### config.mk
export PLATFORM = sky130hd
export DESIGN_NAME = tis_locality_ctrl
export DESIGN_NICKNAME = d
export VERILOG_FILES = /design/src/rtl/tis_locality_pkg.sv /design/src/rtl/tis_field_match.sv /design/src/rtl/tis_poll_pacer.sv /design/src/rtl/tis_locality_ctrl.sv
export SDC_FILE = /design/constraint.sdc
export NUM_CORES = 1
export LEC_CHECK = 0
export BUFFER_PORTS_ARGS = -buffer_cell sky130_fd_sc_hd__buf_2
export CAP_MARGIN = 20
export CORE_MARGIN = 2
export CORE_UTILIZATION = 43
export DETAILED_ROUTE_END_ITERATION = 8
export GPL_ROUTABILITY_DRIVEN = 0
export GPL_TIMING_DRIVEN = 0
export PLACE_DENSITY = 0.75
export SLEW_MARGIN = 15
export SYNTH_ARGS = -nofsm -noshare
export SYNTH_HDL_FRONTEND = slang
export SYNTH_SLANG_ARGS = --single-unit
### constraint.sdc
create_clock -name clk -period 2.4 [get_ports clk]
set_clock_uncertainty 0.2 [all_clocks]
set_input_delay 0.24 -clock clk [delete_from_list [all_inputs] [get_ports clk]]
set_output_delay 0.24 -clock clk [all_outputs]
set_load 0.1 [all_outputs]
### src/rtl/tis_locality_pkg.sv
package tis_locality_pkg;

    typedef enum logic [3:0] {
        ST_IDLE,
        ST_ID_RD,
        ST_REQ_WR,
        ST_GRANT_RD,
        ST_GRANT_GAP,
        ST_CMD_WR,
        ST_CHK_RD,
        ST_REL_WR,
        ST_REL_RD,
        ST_REL_GAP
    } seq_state_t;

    localparam int unsigned ACTIVE_BIT   = 5;
    localparam int unsigned OFS_ACCESS   = 'h000;
    localparam int unsigned OFS_STATUS   = 'h018;
    localparam int unsigned OFS_IDENT    = 'hF00;
    localparam int unsigned WIN_BYTES    = 'h1000;

    localparam logic [7:0] CODE_USE      = 8'h02;
    localparam logic [7:0] CODE_RELEASE  = 8'h20;
    localparam logic [7:0] CODE_CMDRDY   = 8'h40;

endpackage

### src/rtl/tis_field_match.sv
module tis_field_match #(
    parameter int unsigned W = 32
) (
    input  logic [W-1:0] value,
    input  logic [W-1:0] mask,
    input  logic [W-1:0] pattern,
    output logic         hit
);
    always_comb begin
        hit = ((value & mask) == (pattern & mask));
    end
endmodule

### src/rtl/tis_poll_pacer.sv
module tis_poll_pacer #(
    parameter int unsigned POLL_GAP  = 50,
    parameter int unsigned MAX_POLLS = 1000000
) (
    input  logic clk,
    input  logic rst_n,
    input  logic clear,
    input  logic miss,
    output logic last_poll,
    output logic gap_done
);
    localparam int unsigned CNT_W = $clog2(MAX_POLLS + 1);
    localparam int unsigned GAP_W = $clog2(POLL_GAP + 1);
    localparam logic [CNT_W-1:0] LAST_IDX = CNT_W'(MAX_POLLS - 1);
    localparam logic [GAP_W-1:0] GAP_LOAD = GAP_W'(POLL_GAP);

    logic [CNT_W-1:0] polls_done;
    logic [GAP_W-1:0] gap_left;

    always_ff @(posedge clk) begin
        if (!rst_n || clear) begin
            polls_done <= '0;
            gap_left   <= '0;
        end else if (miss) begin
            polls_done <= polls_done + 1'b1;
            gap_left   <= GAP_LOAD;
        end else if (gap_left != '0) begin
            gap_left   <= gap_left - 1'b1;
        end
    end

    always_comb begin
        last_poll = (polls_done == LAST_IDX);
        gap_done  = (gap_left == GAP_W'(1)) || (gap_left == '0);
    end
endmodule

### src/rtl/tis_locality_ctrl.sv
module tis_locality_ctrl
    import tis_locality_pkg::*;
#(
    parameter int unsigned ADDR_W      = 16,
    parameter int unsigned DATA_W      = 32,
    parameter int unsigned REG_BASE    = 0,
    parameter logic [31:0] EXPECTED_ID = 32'h0001_5D1B,
    parameter int unsigned POLL_GAP    = 50,
    parameter int unsigned MAX_POLLS   = 1000000
) (
    input  logic              clk,
    input  logic              rst_n,
    input  logic              open_req,
    input  logic              close_req,
    output logic              busy,
    output logic              ready,
    output logic              err_nodev,
    output logic              err_timeout,
    output logic              m_req,
    output logic              m_we,
    output logic [ADDR_W-1:0] m_addr,
    output logic [DATA_W-1:0] m_wdata,
    input  logic              m_ack,
    input  logic [DATA_W-1:0] m_rdata
);
    localparam int unsigned      LOC0_BASE = REG_BASE + 0 * WIN_BYTES;
    localparam logic [ADDR_W-1:0] A_ACCESS = ADDR_W'(LOC0_BASE + OFS_ACCESS);
    localparam logic [ADDR_W-1:0] A_STATUS = ADDR_W'(LOC0_BASE + OFS_STATUS);
    localparam logic [ADDR_W-1:0] A_IDENT  = ADDR_W'(LOC0_BASE + OFS_IDENT);
    localparam logic [DATA_W-1:0] ACT_MASK = DATA_W'(1) << ACTIVE_BIT;
    localparam logic [DATA_W-1:0] ID_WORD  = DATA_W'(EXPECTED_ID);

    seq_state_t state;

    logic id_hit;
    logic active_seen;
    logic pacer_clear;
    logic pacer_miss;
    logic last_poll;
    logic gap_done;

    tis_field_match #(.W(DATA_W)) u_id_match (
        .value   (m_rdata),
        .mask    ({DATA_W{1'b1}}),
        .pattern (ID_WORD),
        .hit     (id_hit)
    );

    tis_field_match #(.W(DATA_W)) u_active_match (
        .value   (m_rdata),
        .mask    (ACT_MASK),
        .pattern (ACT_MASK),
        .hit     (active_seen)
    );

    tis_poll_pacer #(
        .POLL_GAP  (POLL_GAP),
        .MAX_POLLS (MAX_POLLS)
    ) u_pacer (
        .clk       (clk),
        .rst_n     (rst_n),
        .clear     (pacer_clear),
        .miss      (pacer_miss),
        .last_poll (last_poll),
        .gap_done  (gap_done)
    );

    // State register and held result flags
    always_ff @(posedge clk) begin
        if (!rst_n) begin
            state       <= ST_IDLE;
            ready       <= 1'b0;
            err_nodev   <= 1'b0;
            err_timeout <= 1'b0;
        end else begin
            unique case (state)
                ST_IDLE: begin
                    if (open_req || close_req) begin
                        ready       <= 1'b0;
                        err_nodev   <= 1'b0;
                        err_timeout <= 1'b0;
                        state       <= open_req ? ST_ID_RD : ST_CHK_RD;
                    end
                end
                ST_ID_RD: begin
                    if (m_ack) begin
                        if (id_hit) begin
                            state <= ST_REQ_WR;
                        end else begin
                            err_nodev <= 1'b1;
                            state     <= ST_IDLE;
                        end
                    end
                end
                ST_REQ_WR: begin
                    if (m_ack) state <= ST_GRANT_RD;
                end
                ST_GRANT_RD: begin
                    if (m_ack) begin
                        if (active_seen) begin
                            state <= ST_CMD_WR;
                        end else if (last_poll) begin
                            err_timeout <= 1'b1;
                            state       <= ST_IDLE;
                        end else begin
                            state <= ST_GRANT_GAP;
                        end
                    end
                end
                ST_GRANT_GAP: begin
                    if (gap_done) state <= ST_GRANT_RD;
                end
                ST_CMD_WR: begin
                    if (m_ack) begin
                        ready <= 1'b1;
                        state <= ST_IDLE;
                    end
                end
                ST_CHK_RD: begin
                    if (m_ack) state <= active_seen ? ST_REL_WR : ST_IDLE;
                end
                ST_REL_WR: begin
                    if (m_ack) state <= ST_REL_RD;
                end
                ST_REL_RD: begin
                    if (m_ack) begin
                        if (!active_seen) begin
                            state <= ST_IDLE;
                        end else if (last_poll) begin
                            err_timeout <= 1'b1;
                            state       <= ST_IDLE;
                        end else begin
                            state <= ST_REL_GAP;
                        end
                    end
                end
                ST_REL_GAP: begin
                    if (gap_done) state <= ST_REL_RD;
                end
                default: state <= ST_IDLE;
            endcase
        end
    end

    // Bus and pacer outputs decoded from state
    always_comb begin
        m_req       = 1'b0;
        m_we        = 1'b0;
        m_addr      = '0;
        m_wdata     = '0;
        pacer_clear = 1'b0;
        pacer_miss  = 1'b0;
        busy        = (state != ST_IDLE);
        unique case (state)
            ST_IDLE: begin
            end
            ST_ID_RD: begin
                m_req  = 1'b1;
                m_addr = A_IDENT;
            end
            ST_REQ_WR: begin
                m_req       = 1'b1;
                m_we        = 1'b1;
                m_addr      = A_ACCESS;
                m_wdata     = DATA_W'(CODE_USE);
                pacer_clear = m_ack;
            end
            ST_GRANT_RD: begin
                m_req      = 1'b1;
                m_addr     = A_ACCESS;
                pacer_miss = m_ack && !active_seen && !last_poll;
            end
            ST_GRANT_GAP: begin
            end
            ST_CMD_WR: begin
                m_req   = 1'b1;
                m_we    = 1'b1;
                m_addr  = A_STATUS;
                m_wdata = DATA_W'(CODE_CMDRDY);
            end
            ST_CHK_RD: begin
                m_req  = 1'b1;
                m_addr = A_ACCESS;
            end
            ST_REL_WR: begin
                m_req       = 1'b1;
                m_we        = 1'b1;
                m_addr      = A_ACCESS;
                m_wdata     = DATA_W'(CODE_RELEASE);
                pacer_clear = m_ack;
            end
            ST_REL_RD: begin
                m_req      = 1'b1;
                m_addr     = A_ACCESS;
                pacer_miss = m_ack && active_seen && !last_poll;
            end
            ST_REL_GAP: begin
            end
            default: begin
            end
        endcase
    end
endmodule

After elaboration in Yosys (flattened, before gate mapping) --
Cells that the tools add are included.
Word-level totals: register bits after elaboration 33, bits in latches 0, bits in writable memories 0, bits in read-only memories 0, input bits 37, output and inout port bits 54, memories 0
Operators by class: $add $sub $neg 2, multiply operators 0, div/mod/pow operators 0, $lt $le $gt $ge 0, eq/ne operators 25, shift-type cells 0, mux-type cells 38, bitwise operators 0, reduce and logical (&&, ||, !) cells 26
Operators with widths (count):
- $mux 4 | 12
- $pmux 4 s10 | 1
- $eq 32x17->1 const B | 1
- $ne 2x2->1 const B | 13
- $pmux 12 s2 | 1
- $pmux 7 s3 | 1
- $add 20x1->20 const B | 1
- $eq 20x20->1 const B | 1
- $eq 4x3->1 const B | 4
- $mux 1 | 12
- $mux 3 | 4
- $mux 6 | 2
- $reduce_and 10->1 | 1
- $eq 4x2->1 const B | 2
- $eq 4x4->1 const B | 2
- $reduce_or 7->1 | 1
- $eq 6x1->1 const B | 1
- $logic_not 6->1 | 1
- $pmux 1 s2 | 3
- $reduce_and 6->1 | 1
- $reduce_bool 2->1 | 3
- $reduce_bool 6->1 | 1
- $sub 6x1->6 const B | 1
- $eq 4x1->1 const B | 1
- 12 further kinds | 20

Logic depth before layout (Yosys ltp) --
depth in word-level cells 5, mapped depth 8, depth with buffers taken out 7

Hierarchy --
Synthesis repeated with hierarchy kept, for this count alone.
Unflattened totals: cell total of the unflattened synthesis 387, area, all modules 3128.0 um2
By module, submodules not included:
- tis_poll_pacer | instances 1, cells an instance 140, area each 1242.4 um2, sequential area each 520.5 um2
- tis_locality_ctrl | instances 1, cells an instance 141, area each 1009.7 um2, sequential area each 140.1 um2
- tis_field_match | instances 2, cells an instance 53, area each 437.9 um2, sequential area each 0.0 um2

Worst setup path before layout --
OpenSTA, ideal clock, no wires.
path type register -> output, start point register state[1], end point output m_wdata[1], arrival 2.799 ns, data required time 1.960 ns, slack -0.839 ns, stages on the path, launching flop included 4, buffers on the path 1, cell sequence dfxtp_1 clkbuf_1 nand2_1 nor3_1
On the way: longest elaborated chain between the ends 2, elaborated cells on any way between the ends 4, classes of those cells 3 x eq/ne; 1 x mux
Ends and longest elaborated chain:
- start, declared | RTL line tis_locality_ctrl.sv:33 | seq_state_t state;
- start signal, assigned | RTL line tis_locality_ctrl.sv:82 | state <= open_req ? ST_ID_RD : ST_CHK_RD;
- start signal, assigned | RTL line tis_locality_ctrl.sv:120 | if (m_ack) state <= active_seen ? ST_REL_WR : ST_IDLE;
- $eq 4x3->1 / $eq 4x2->1 (equally long branches) | RTL line tis_locality_ctrl.sv:154 | unique case (state)
- $pmux 7 s3 (*) | RTL line tis_locality_ctrl.sv:154
- end, declared | RTL line tis_locality_ctrl.sv:22 | output logic [DATA_W-1:0] m_wdata,
Mark *: on every way between the ends. The rest lies on a longest branch, timed or not.

Final worst setup path --
start point register state[1], end point register u_pacer.polls_done[7]
On the way: longest elaborated chain between the ends 4, elaborated cells on any way between the ends 8, classes of those cells 4 x eq/ne; 2 x mux; 2 x reduce/logical
Ends and longest elaborated chain:
- $eq 4x3->1 / $eq 4x2->1 (equally long branches) | RTL line tis_locality_ctrl.sv:154
- $reduce_or 2->1 (no line)
- $mux 1 | RTL line tis_locality_ctrl.sv:154
- $logic_or 1x1->1 | RTL line tis_poll_pacer.sv:21 | if (!rst_n || clear) begin
- end signal, assigned | RTL line tis_poll_pacer.sv:25 | polls_done <= polls_done + 1'b1;
- end, declared | RTL line tis_poll_pacer.sv:17 | logic [CNT_W-1:0] polls_done;
Parallel ways exist; a longest one is shown, timed or not. A chain may end at the register's enable or synchronous reset.

==> run metrics <==
design area=3054 µm²; Slowest-stage cell, CP=dfxtp_1; vias per inst=roughly 5.0; # DRC=0; DRT iter0 DRCs=88; FF+latch count, synth=33; Die Area=6090 µm²; Initial Util=0.4529; share of cells above drive strength 1=0.3316; WP depth=7; R2R depth=7; final cell count without fillers=465; Die Y-Extent=78.04 µm; die width=78.04 µm; post-synthesis cell count=around 290; Max VDD drop=approximately 0.00043 V; IO Port Bufs=51; library cells used by synthesis=59; Area Overhead vs Synth=29.56%; crit path buf inv count=0; Skew-Pair Late Insertion Delay=0.29 ns; max_slew headroom=0.5511; total CTS buffers=5; Crit. End Element=flop; ys async rst share=0; clock slew seen by the registers of the worst setup and hold paths=0.07 ns; # fillers=490; Final setup viols=0; largest net degree at the start of global routing=11; DRT antenna net count=0; power density cells=about 1000 nW/µm²; setup TNS=0 ns; Hold Startpoint=rst_n; nets@finish=436; Worst Setup SP=state[1]; Synth Flop Type=dfxtp_1; Final period util=0.9627; post-layout min period=2.311 ns; Worst-Margin Slew=0.6643 ns; min-delay worst type=in -> reg; CTS sink count=33; first-pass GRT wire length=9211 µm; root buffer cell=clkbuf_8; antenna cells=0; number of top-level pins=91; Routed WL per cell=12.48 µm; final WL=5802 µm; crit path max fanout=10; HPWL after detailed placement=4439 µm; EDFF count, synth=0; initial antenna violation count=0; status=complete, no violations; Syn. warnings=0; H-tree Lvls=2; core area=5205 µm²; unrepaired setup endpoints after global routing=false; Min Hold Slack=0.06001 ns; MaxCap Viol Count=0; Slew Limit Fails=0; Seq/Total Area, Yosys=0.2803; CTS Buffer Depth=2; CP Launch Type=flop; worst path arrival time=approximately 2.3 ns; via count=~2300; CTS tree=done; row count=26; CP delay by family, top=simple AND/OR/NAND/NOR gates; CP Cell Sequence=nor4b_4, ha_1, nand3b_1, a21oi_4, o21ai_4, or4_1, a21oi_1; Syn Std Cell Area=2357 µm²; Reg2Reg Setup Slack=0.09 ns; synthesized area per cell=8.073 µm²; reg2reg end=u_pacer.polls_done[7]; total track usage=0.1857; vias in the first global route=2085; TritonRoute pass-1 iters=4; global route overflow=0; CP endpoint=u_pacer.polls_done[7]; reg-to-reg startpoint=state[1]; Max stage delay on crit path=0.52 ns; Max Clk Rate=0.4328 GHz; hold buffers post-CTS=0; Pleak=1.423 nW; dpl cell area=2873 µm²; final hold violations=0; kind of critical path=reg -> reg; worst path required time=2.41 ns; Layout Utilization=0.5868; placed instance count=roughly 450
-- layer usage --
layer / vias to the layer above / track usage / wire, µm
li1: 1171 / - / -
met2: 85 / 0.3466 / 2859
met1: 1042 / 0.2001 / 2374
met4: 0 / 0.06316 / 87
met3: 9 / 0.05172 / 481
met5: - / 0 / 0
-- Yosys cell counts (all sizes together) (5+ instances only) --
cell / count / area share
buf: 47 / 0.15
nor2: 39 / 0.062
dfxtp: 33 / 0.28
a21oi: 15 / 0.037
nand2: 15 / 0.024
xor2: 15 / 0.056
inv: 9 / 0.014
nand4: 9 / 0.024
clkbuf: 8 / 0.013
and3: 6 / 0.016
nand3: 6 / 0.013
o211ai: 6 / 0.019
o21ai: 6 / 0.018
nor3: 5 / 0.011
-- worst reg2reg max path: stages (launching register included) --
cell      delay [ns]
dfxtp_1         0.52
nor4b_4         0.10
ha_1            0.28
nand3b_1        0.14
a21oi_4         0.19
o21ai_4         0.14
or4_1           0.52
a21oi_1         0.14
-- state kept, by name, indices dropped and copies added (netlist names) --
signal              flops
u_pacer.gap_left        6
err_nodev               1
ready                   1
state                   4
u_pacer.polls_done     20
err_timeout             1
-- final cells by class --
| class | instances | area [µm²] | share of cell area |
|---|---|---|---|
| multi-input cells | 233 | 1474 | 0.4826 |
| flip-flops and latches | 33 | 661.9 | 0.2167 |
| plain buffers | 55 | 385.4 | 0.1262 |
| repair buffers | 58 | 325.3 | 0.1065 |
| well taps | 70 | 87.58 | 0.02868 |
| clock buffers | 7 | 86.33 | 0.02827 |
| inverters | 9 | 33.78 | 0.01106 |
-- kinds of logic (layout without fill, tap and decap cells) --
family | count (synthesis) | after routing | synth area share
DFF | 33 | 33 | 0.2803
and+or+nand+nor | 113 | 113 | 0.2574
other | 1 | 39 | 0.001591
muxes | 3 | 3 | 0.01327
adders and majority gates | 4 | 4 | 0.02123
AOI/OAI and AO/OA | 56 | 56 | 0.1853
buffers and inverters | 64 | 129 | 0.1741
xor gates and xnor gates | 18 | 18 | 0.06688
-- power by group --
part           switching, W  internal, W
Sequential        0.0000913     0.000617
Clock              0.000194     0.000227
Combinational       0.00141     0.000510
Total               0.00170      0.00135
-- how the worst min path moves through the flow --
stage | slack [ns] | endpoint | cells past startpoint
final | 0.06 | err_timeout | 2
after global routing | 0.06 | err_timeout | 2
after CTS | 0.05 | err_timeout | 2
after detailed placement | 0.27 | ready | 2
after global placement | 0.27 | ready | 2
after floorplan | 0.17 | state[3] | 1
-- through the flow --
step           total power (W)  worst slack, ns
3_3_place_gp          0.002551          -0.2572
3_5_place_dp          0.002570          -0.3063
2_1_floorplan         0.002306          -0.2313
5_1_grt               0.003224         0.003946
6_report              0.003051          0.08949
4_1_cts               0.003032        -0.004042
-- layout by cell type, fill, tap and decap left out, types with 3 or more instances in the layout --
| master | n |
|---|---|
| buf_4 | 59 |
| buf_2 | 45 |
| conb_1 | 39 |
| nor2_1 | 36 |
| dfxtp_1 | 32 |
| nand2_1 | 15 |
| xor2_1 | 15 |
| a21oi_1 | 14 |
| inv_1 | 9 |
| nand4_1 | 9 |
| nand3_1 | 6 |
| and3_1 | 6 |
| o211ai_1 | 6 |
| clkbuf_8 | 6 |
| clkbuf_2 | 4 |
| clkbuf_1 | 4 |
| o2111ai_1 | 4 |
| o21ai_0 | 4 |
| nor4_1 | 4 |
| o31ai_1 | 4 |
| ha_1 | 4 |
| nor2b_1 | 3 |
| nor2_2 | 3 |
| or4_1 | 3 |
| nand3b_1 | 3 |
| nor4b_1 | 3 |
| xnor2_1 | 3 |
| nand4b_1 | 3 |
| or3_1 | 3 |
| nor3_1 | 3 |
-- what timing repair did --
item                       CTS  global route
hold endpoints to repair     0             0
pin swaps                    1             2
resized for setup           10             9
buffers inserted             3             4
setup endpoints to repair   17            22
Note: power is estimated with default switching activity, not from simulation.
